<file path="src/rtl/ext_irq_pkg.sv">
package ext_irq_pkg;
  typedef enum logic [1:0] {
    GATE_OPEN = 2'd0,
    GATE_BUS  = 2'd1,
    GATE_BUSY = 2'd2
  } gate_e;
endpackage

</file>
<file path="src/rtl/irq_sync.sv">
module irq_sync #(
  parameter int N = 4
) (
  input  logic         clk_i,
  input  logic         rst_ni,
  input  logic [N-1:0] pin_ni,
  output logic [N-1:0] lvl_o,
  output logic [N-1:0] fall_o
);
  for (genvar i = 0; i < N; i++) begin : g_line
    logic s1_q, s2_q, s3_q;
    always_ff @(posedge clk_i or negedge rst_ni) begin
      if (!rst_ni) begin
        s1_q <= 1'b1;
        s2_q <= 1'b1;
        s3_q <= 1'b1;
      end else begin
        s1_q <= pin_ni[i];
        s2_q <= s1_q;
        s3_q <= s2_q;
      end
    end
    assign lvl_o[i]  = ~s2_q;
    // fall seen on the synchronized copy only
    assign fall_o[i] = s3_q & ~s2_q;
  end
endmodule

</file>
<file path="src/rtl/irq_latch.sv">
module irq_latch #(
  parameter int N = 4
) (
  input  logic         clk_i,
  input  logic         rst_ni,
  input  logic [N-1:0] set_i,
  input  logic [N-1:0] clr_i,
  output logic [N-1:0] q_o
);
  for (genvar i = 0; i < N; i++) begin : g_bit
    logic q;
    always_ff @(posedge clk_i or negedge rst_ni) begin
      if (!rst_ni)       q <= 1'b0;
      else if (set_i[i]) q <= 1'b1;
      else if (clr_i[i]) q <= 1'b0;
    end
    assign q_o[i] = q;

    a_r3_latch_holds: assert property (@(posedge clk_i) disable iff (!rst_ni)
      (q && !clr_i[i]) |=> q);
    a_r4_clear_drops: assert property (@(posedge clk_i) disable iff (!rst_ni)
      (clr_i[i] && !set_i[i]) |=> !q);
    a_r11_set_wins: assert property (@(posedge clk_i) disable iff (!rst_ni)
      set_i[i] |=> q);
  end
endmodule

</file>
<file path="src/rtl/irq_prio.sv">
module irq_prio #(
  parameter int N  = 4,
  parameter int IW = $clog2(N)
) (
  input  logic [N-1:0]  req_i,
  output logic          any_o,
  output logic [IW-1:0] idx_o,
  output logic [N-1:0]  onehot_o
);
  always_comb begin
    idx_o    = '0;
    onehot_o = '0;
    for (int i = N - 1; i >= 0; i--) begin
      if (req_i[i]) begin
        idx_o    = IW'(i);
        onehot_o = N'(1) << i;
      end
    end
  end
  assign any_o = |req_i;
endmodule

</file>
<file path="src/rtl/ext_irq_ctrl.sv">
module ext_irq_ctrl
  import ext_irq_pkg::*;
#(
  parameter int N_IRQ = 4,
  localparam int IW   = (N_IRQ > 1) ? $clog2(N_IRQ) : 1
) (
  input  logic             clk_i,
  input  logic             rst_ni,
  input  logic [N_IRQ-1:0] irq_ni,
  input  logic             sense_we_i,
  input  logic [N_IRQ-1:0] sense_edge_i,
  input  logic             mask_we_i,
  input  logic [N_IRQ-1:0] mask_i,
  input  logic             ifc_we_i,
  input  logic [N_IRQ-1:0] ifc_force_i,
  input  logic [N_IRQ-1:0] ifc_clear_i,
  input  logic             bus_grant_i,
  input  logic             go_mode_i,
  input  logic             ext_busy_i,
  input  logic             ack_i,
  input  logic [IW-1:0]    ack_idx_i,
  output logic             req_o,
  output logic [IW-1:0]    req_idx_o,
  output logic [N_IRQ-1:0] req_onehot_o
);
  logic [N_IRQ-1:0] mask_q, edge_q;
  logic [N_IRQ-1:0] lvl, fall, latch_q;
  logic [N_IRQ-1:0] set_v, clr_v, ack_v, raw_v, elig_v, sel_v;
  gate_e            gate;

  always_ff @(posedge clk_i or negedge rst_ni) begin
    if (!rst_ni) begin
      mask_q <= '0;
      edge_q <= '0;
    end else begin
      if (mask_we_i)  mask_q <= mask_i;
      if (sense_we_i) edge_q <= sense_edge_i;
    end
  end

  irq_sync #(.N(N_IRQ)) u_sync (
    .clk_i  (clk_i),
    .rst_ni (rst_ni),
    .pin_ni (irq_ni),
    .lvl_o  (lvl),
    .fall_o (fall)
  );

  assign ack_v = ack_i ? (N_IRQ'(1) << ack_idx_i) : '0;
  assign set_v = (fall & edge_q) | (ifc_we_i ? ifc_force_i : '0);
  assign clr_v = ack_v | (ifc_we_i ? ifc_clear_i : '0);

  irq_latch #(.N(N_IRQ)) u_latch (
    .clk_i  (clk_i),
    .rst_ni (rst_ni),
    .set_i  (set_v),
    .clr_i  (clr_v),
    .q_o    (latch_q)
  );

  assign raw_v  = (lvl & ~edge_q) | latch_q;
  assign elig_v = raw_v & mask_q;

  always_comb begin
    if (ext_busy_i)                      gate = GATE_BUSY;
    else if (bus_grant_i && !go_mode_i)  gate = GATE_BUS;
    else                                 gate = GATE_OPEN;
  end
  assign sel_v = (gate == GATE_OPEN) ? elig_v : '0;

  irq_prio #(.N(N_IRQ), .IW(IW)) u_prio (
    .req_i    (sel_v),
    .any_o    (req_o),
    .idx_o    (req_idx_o),
    .onehot_o (req_onehot_o)
  );

  a_r6_masked_silent: assert property (@(posedge clk_i) disable iff (!rst_ni)
    req_o |-> mask_q[req_idx_o]);
  a_r7_onehot_matches: assert property (@(posedge clk_i) disable iff (!rst_ni)
    req_o |-> ($onehot0(req_onehot_o) && req_onehot_o[req_idx_o]));
  a_r7_lower_wins: assert property (@(posedge clk_i) disable iff (!rst_ni)
    req_o |-> ((elig_v & ((N_IRQ'(1) << req_idx_o) - N_IRQ'(1))) == '0));
  a_r8_grant_holdoff: assert property (@(posedge clk_i) disable iff (!rst_ni)
    (bus_grant_i && !go_mode_i) |-> !req_o);
  a_r9_busy_block: assert property (@(posedge clk_i) disable iff (!rst_ni)
    ext_busy_i |-> !req_o);
endmodule

</file>
<file path="config.mk">
export PLATFORM = sky130hd
export DESIGN_NAME = ext_irq_ctrl
export DESIGN_NICKNAME = d
export VERILOG_FILES = /design/src/rtl/ext_irq_pkg.sv /design/src/rtl/irq_sync.sv /design/src/rtl/irq_latch.sv /design/src/rtl/irq_prio.sv /design/src/rtl/ext_irq_ctrl.sv
export SDC_FILE = /design/constraint.sdc
export NUM_CORES = 1
export LEC_CHECK = 0
export ABC_AREA = 1
export BUFFER_PORTS_ARGS = -buffer_cell sky130_fd_sc_hd__buf_4
export CAP_MARGIN = 20
export CORE_MARGIN = 5
export CORE_UTILIZATION = 50
export CTS_CLUSTER_SIZE = 16
export DETAILED_ROUTE_END_ITERATION = 8
export GPL_TIMING_DRIVEN = 1
export PLACE_DENSITY = 0.8
export SETUP_SLACK_MARGIN = 0.2
export SYNTH_ARGS = -nofsm -noshare
export SYNTH_HDL_FRONTEND = slang
export SYNTH_HIERARCHICAL = 1
export SYNTH_SLANG_ARGS = --single-unit
</file>
<file path="constraint.sdc">
create_clock -name clk_i -period 2 [get_ports clk_i]
set_input_delay 0.4 -clock clk_i [delete_from_list [all_inputs] [get_ports clk_i]]
set_output_delay 0.4 -clock clk_i [all_outputs]
set_load 0.03 [all_outputs]
</file>
==> flow_summary_export.csv <==
group,metric,value,unit
finish,nNetsFinal,213,
timing,slew_headroom,0.8067,
routing,antenna_left,0,
place,gp_congestion,0.8166,
timing,clock_skew,0.01216,ns
timing,rsz0062_at_grt,"true",
synthesis,synthCells,137,
finish,nFillCells,148,
place,dp.cells,196,
floorplan,core,2148,um2
cts,clkTransAtPathRegs,0.13,ns
timing,tightest_slew,0.2899,ns
cts,cts_made_buffers,3,
synthesis,synth-main-ff-cell,"dfstp_2",
timing,finalSetupViolCount,0,
synthesis,synth.largest_area_cell,"dfstp_2",
timing,finalCritPeriodShare,0.9809,
finish,drive_gt1_frac,0.4530,
timing,fin_crit,1.962,ns
finish,final_cell_count_no_fill,209,
grt,grt_use_total,0.1590,
synthesis,synth_area_leaders,"dfstp_2 29%, dfrtp_1 27%, nand2_1 14%",
routing,vias,972,
timing,final_hold_viol_count,0,
synthesis,ys_warn_count,6,
timing,tns,0,ns
routing,wl_per_cell,12.39,um
power_and_ir_drop,power,1.024,mW
routing,dr.pass1.iters,4,
floorplan,rows,17,
synthesis,ys_ff_latch,24,
floorplan,die_area,3238,um2
finish,regArea,615.6,um2
worst_hold_path,hold_class,"primary input to flop",
synthesis,yosys.cell_count.top_type,"nand2_1",
synthesis,syn_area,1100,um2
synthesis,yosys.area.top_type_share,0.2867,
routing,vias_per_cell,4.651,
finish,antennaDiodeCount,0,
grt,grt_pass1_wl,4.057,mm
floorplan,start_util,0.5119,
power_and_ir_drop,irDropWorstVdd,0.4943,mV
setup_path,cp.required,1.60,ns
run,cap_viol_max_count,0,
setup_path,end_kind,"output port",
timing,max_clock_freq,0.5097,GHz
place,place_area,1370,um2
routing,drc,0,
floorplan,num_io_pins,38,
synthesis,async_flop_share,1.000,
routing,routed_wl,2.589,mm
grt,antenna_found_initial,0,
cts,clk_path_buf_depth,2,
finish,area_delta_synth_final,41.75,%
cts,htree_num_levels,1,
setup_path,arrival,1.56,ns
finish,multiInputGateArea,384.1,um2
grt,grt_pass1_vias,970,
status,status,"complete, no violations",
cts,clkSinkCount,24,
cts,clk_latency,0.32,ns
timing,finalMaxSlewViolations,0,
power_and_ir_drop,p_per_area,657.1,nW/um2
power_and_ir_drop,leakagePower,0.8379,nW
setup_path,cp-startpoint,"u_sync/g_line[1].s2_q$_DFF_PN1_",
grt,grt-ovfl-total,0,
finish,final_area,1559,um2
grt,grt_max_degree,25,
setup_path,cp-start-kind,"flop",
setup_path,r2r_start,"u_sync/g_line[3].s2_q$_DFF_PN1_",
synthesis,synth_edf_count,0,
floorplan,die_x,56.90,um
setup_path,crit_fanout,3,
synthesis,synth_cell_types,13,
cts,cts-root-buf,"clkbuf_4",
setup_path,crit_type,"flop to output port",
routing,drtIter0Drc,21,
cts,cts_tree,"built",
floorplan,die_y,56.90,um
synthesis,avgSynthCellArea,8.028,um2
place,hpwl,1.754,mm
worst_hold_path,hold_start,"irq_ni[1]",
synthesis,ys_seq_area_frac,0.5597,
synthesis,synth_common_cells,"40 x nand2_1, 29 x inv_1, 12 x dfrtp_1, 12 x dfstp_2, 10 x nand3_1",
synthesis,synth_nets,168,
place,port-buffer-count,37,
-- cells by family (layout without fill, tap and decap cells) --
kind of cell | count (synthesis) | after routing | share of synthesized area
buf+inv | 38 | 82 | 0.1479
flops | 24 | 24 | 0.5597
simple gates | 63 | 63 | 0.2378
compound gates | 12 | 12 | 0.05461
-- routing by layer --
layer | wire [um] | share of wire | global-route usage
met1 | 992 | 0.38 | 0.1686
met2 | 1407 | 0.54 | 0.3051
met5 | 0 | 0 | 0
met4 | 41 | 0.016 | 0.05960
met3 | 147 | 0.057 | 0.02989
-- worst paths after layout --
check | endpoint | slack (ns) | cells after the start
hold reg to reg | u_sync/g_line[3].s2_q$_DFF_PN1_ | 0.36 | 0
max in group asynchronous | u_sync/g_line[2].s3_q$_DFF_PN1_ | 1.21 | 2
setup reg to reg | u_latch/g_bit[3].q$_DFFE_PN0P_ | 0.89 | 7
hold / removal | u_sync/g_line[1].s1_q$_DFF_PN1_ | 0.18 | 1
setup / recovery | req_onehot_o[3] | 0.04 | 7
min in group asynchronous | mask_q[3]$_DFFE_PN0P_ | 0.49 | 2
-- placed cells by master (no fill, tap or decap) --
cell           count
nand2_1           40
buf_4             37
inv_1             27
dfrtp_1           12
dfstp_2           12
nand3_1            9
o21ai_0            8
buf_6              8
nor2_2             7
inv_2              5
a21oi_2            4
nor2_4             4
clkbuf_4           3
nor2_1             1
clkbuf_1           1
dlygate4sd3_1      1
nand3_2            1
nand2_4            1
-- flip-flops by register name, summed over array words and instances (netlist names) --
| signal | flops |
|---|---|
| edge_q | 4 |
| mask_q | 4 |
| u_latch/g_bit.q | 4 |
| u_sync/g_line.s1_q | 4 |
| u_sync/g_line.s2_q | 4 |
| u_sync/g_line.s3_q | 4 |
-- layout make-up --
| class | instances | area share |
|---|---|---|
| Sequential cell | 24 | 0.3949 |
| Timing Repair Buffer | 46 | 0.2424 |
| Multi-Input combinational cell | 75 | 0.2464 |
| Inverter | 32 | 0.07705 |
| Clock buffer | 4 | 0.01685 |
| Tap cell | 28 | 0.02247 |
-- power breakdown --
part	internal, mW	total, mW	switching (mW)
registers	0.533	0.554	0.0214
logic	0.116	0.249	0.133
clock network	0.0780	0.222	0.144
-- worst max-delay path, cell delays in order (launching register included) --
cell	delay [ns]
dfstp_2	0.55
inv_1	0.05
a21oi_2	0.17
nor2_1	0.09
inv_2	0.08
nand2_4	0.08
nor2_4	0.09
buf_6	0.13
-- through the flow --
| step | hold slack, ns | util | setup slack [ns] |
|---|---|---|---|
| 2_1_floorplan | 0.1044 | - | 0.3158 |
| 3_3_place_gp | 0.3044 | 0.6377 | 0.3336 |
| 3_5_place_dp | 0.3108 | 0.6377 | 0.3158 |
| 4_1_cts | 0.1705 | 0.6849 | 0.06765 |
| 5_1_grt | 0.1446 | 0.7257 | -0.03909 |
| 6_report | 0.1768 | 0.7257 | 0.03811 |
-- timing repair --
item                       CTS  global route
setup endpoints to repair    6             7
setup buffers                5             3
hold endpoints to repair    12             0
pin swaps                    8             6
hold buffers                 1             0
resized for setup           10            17
Power figures use the tool's default switching activity.
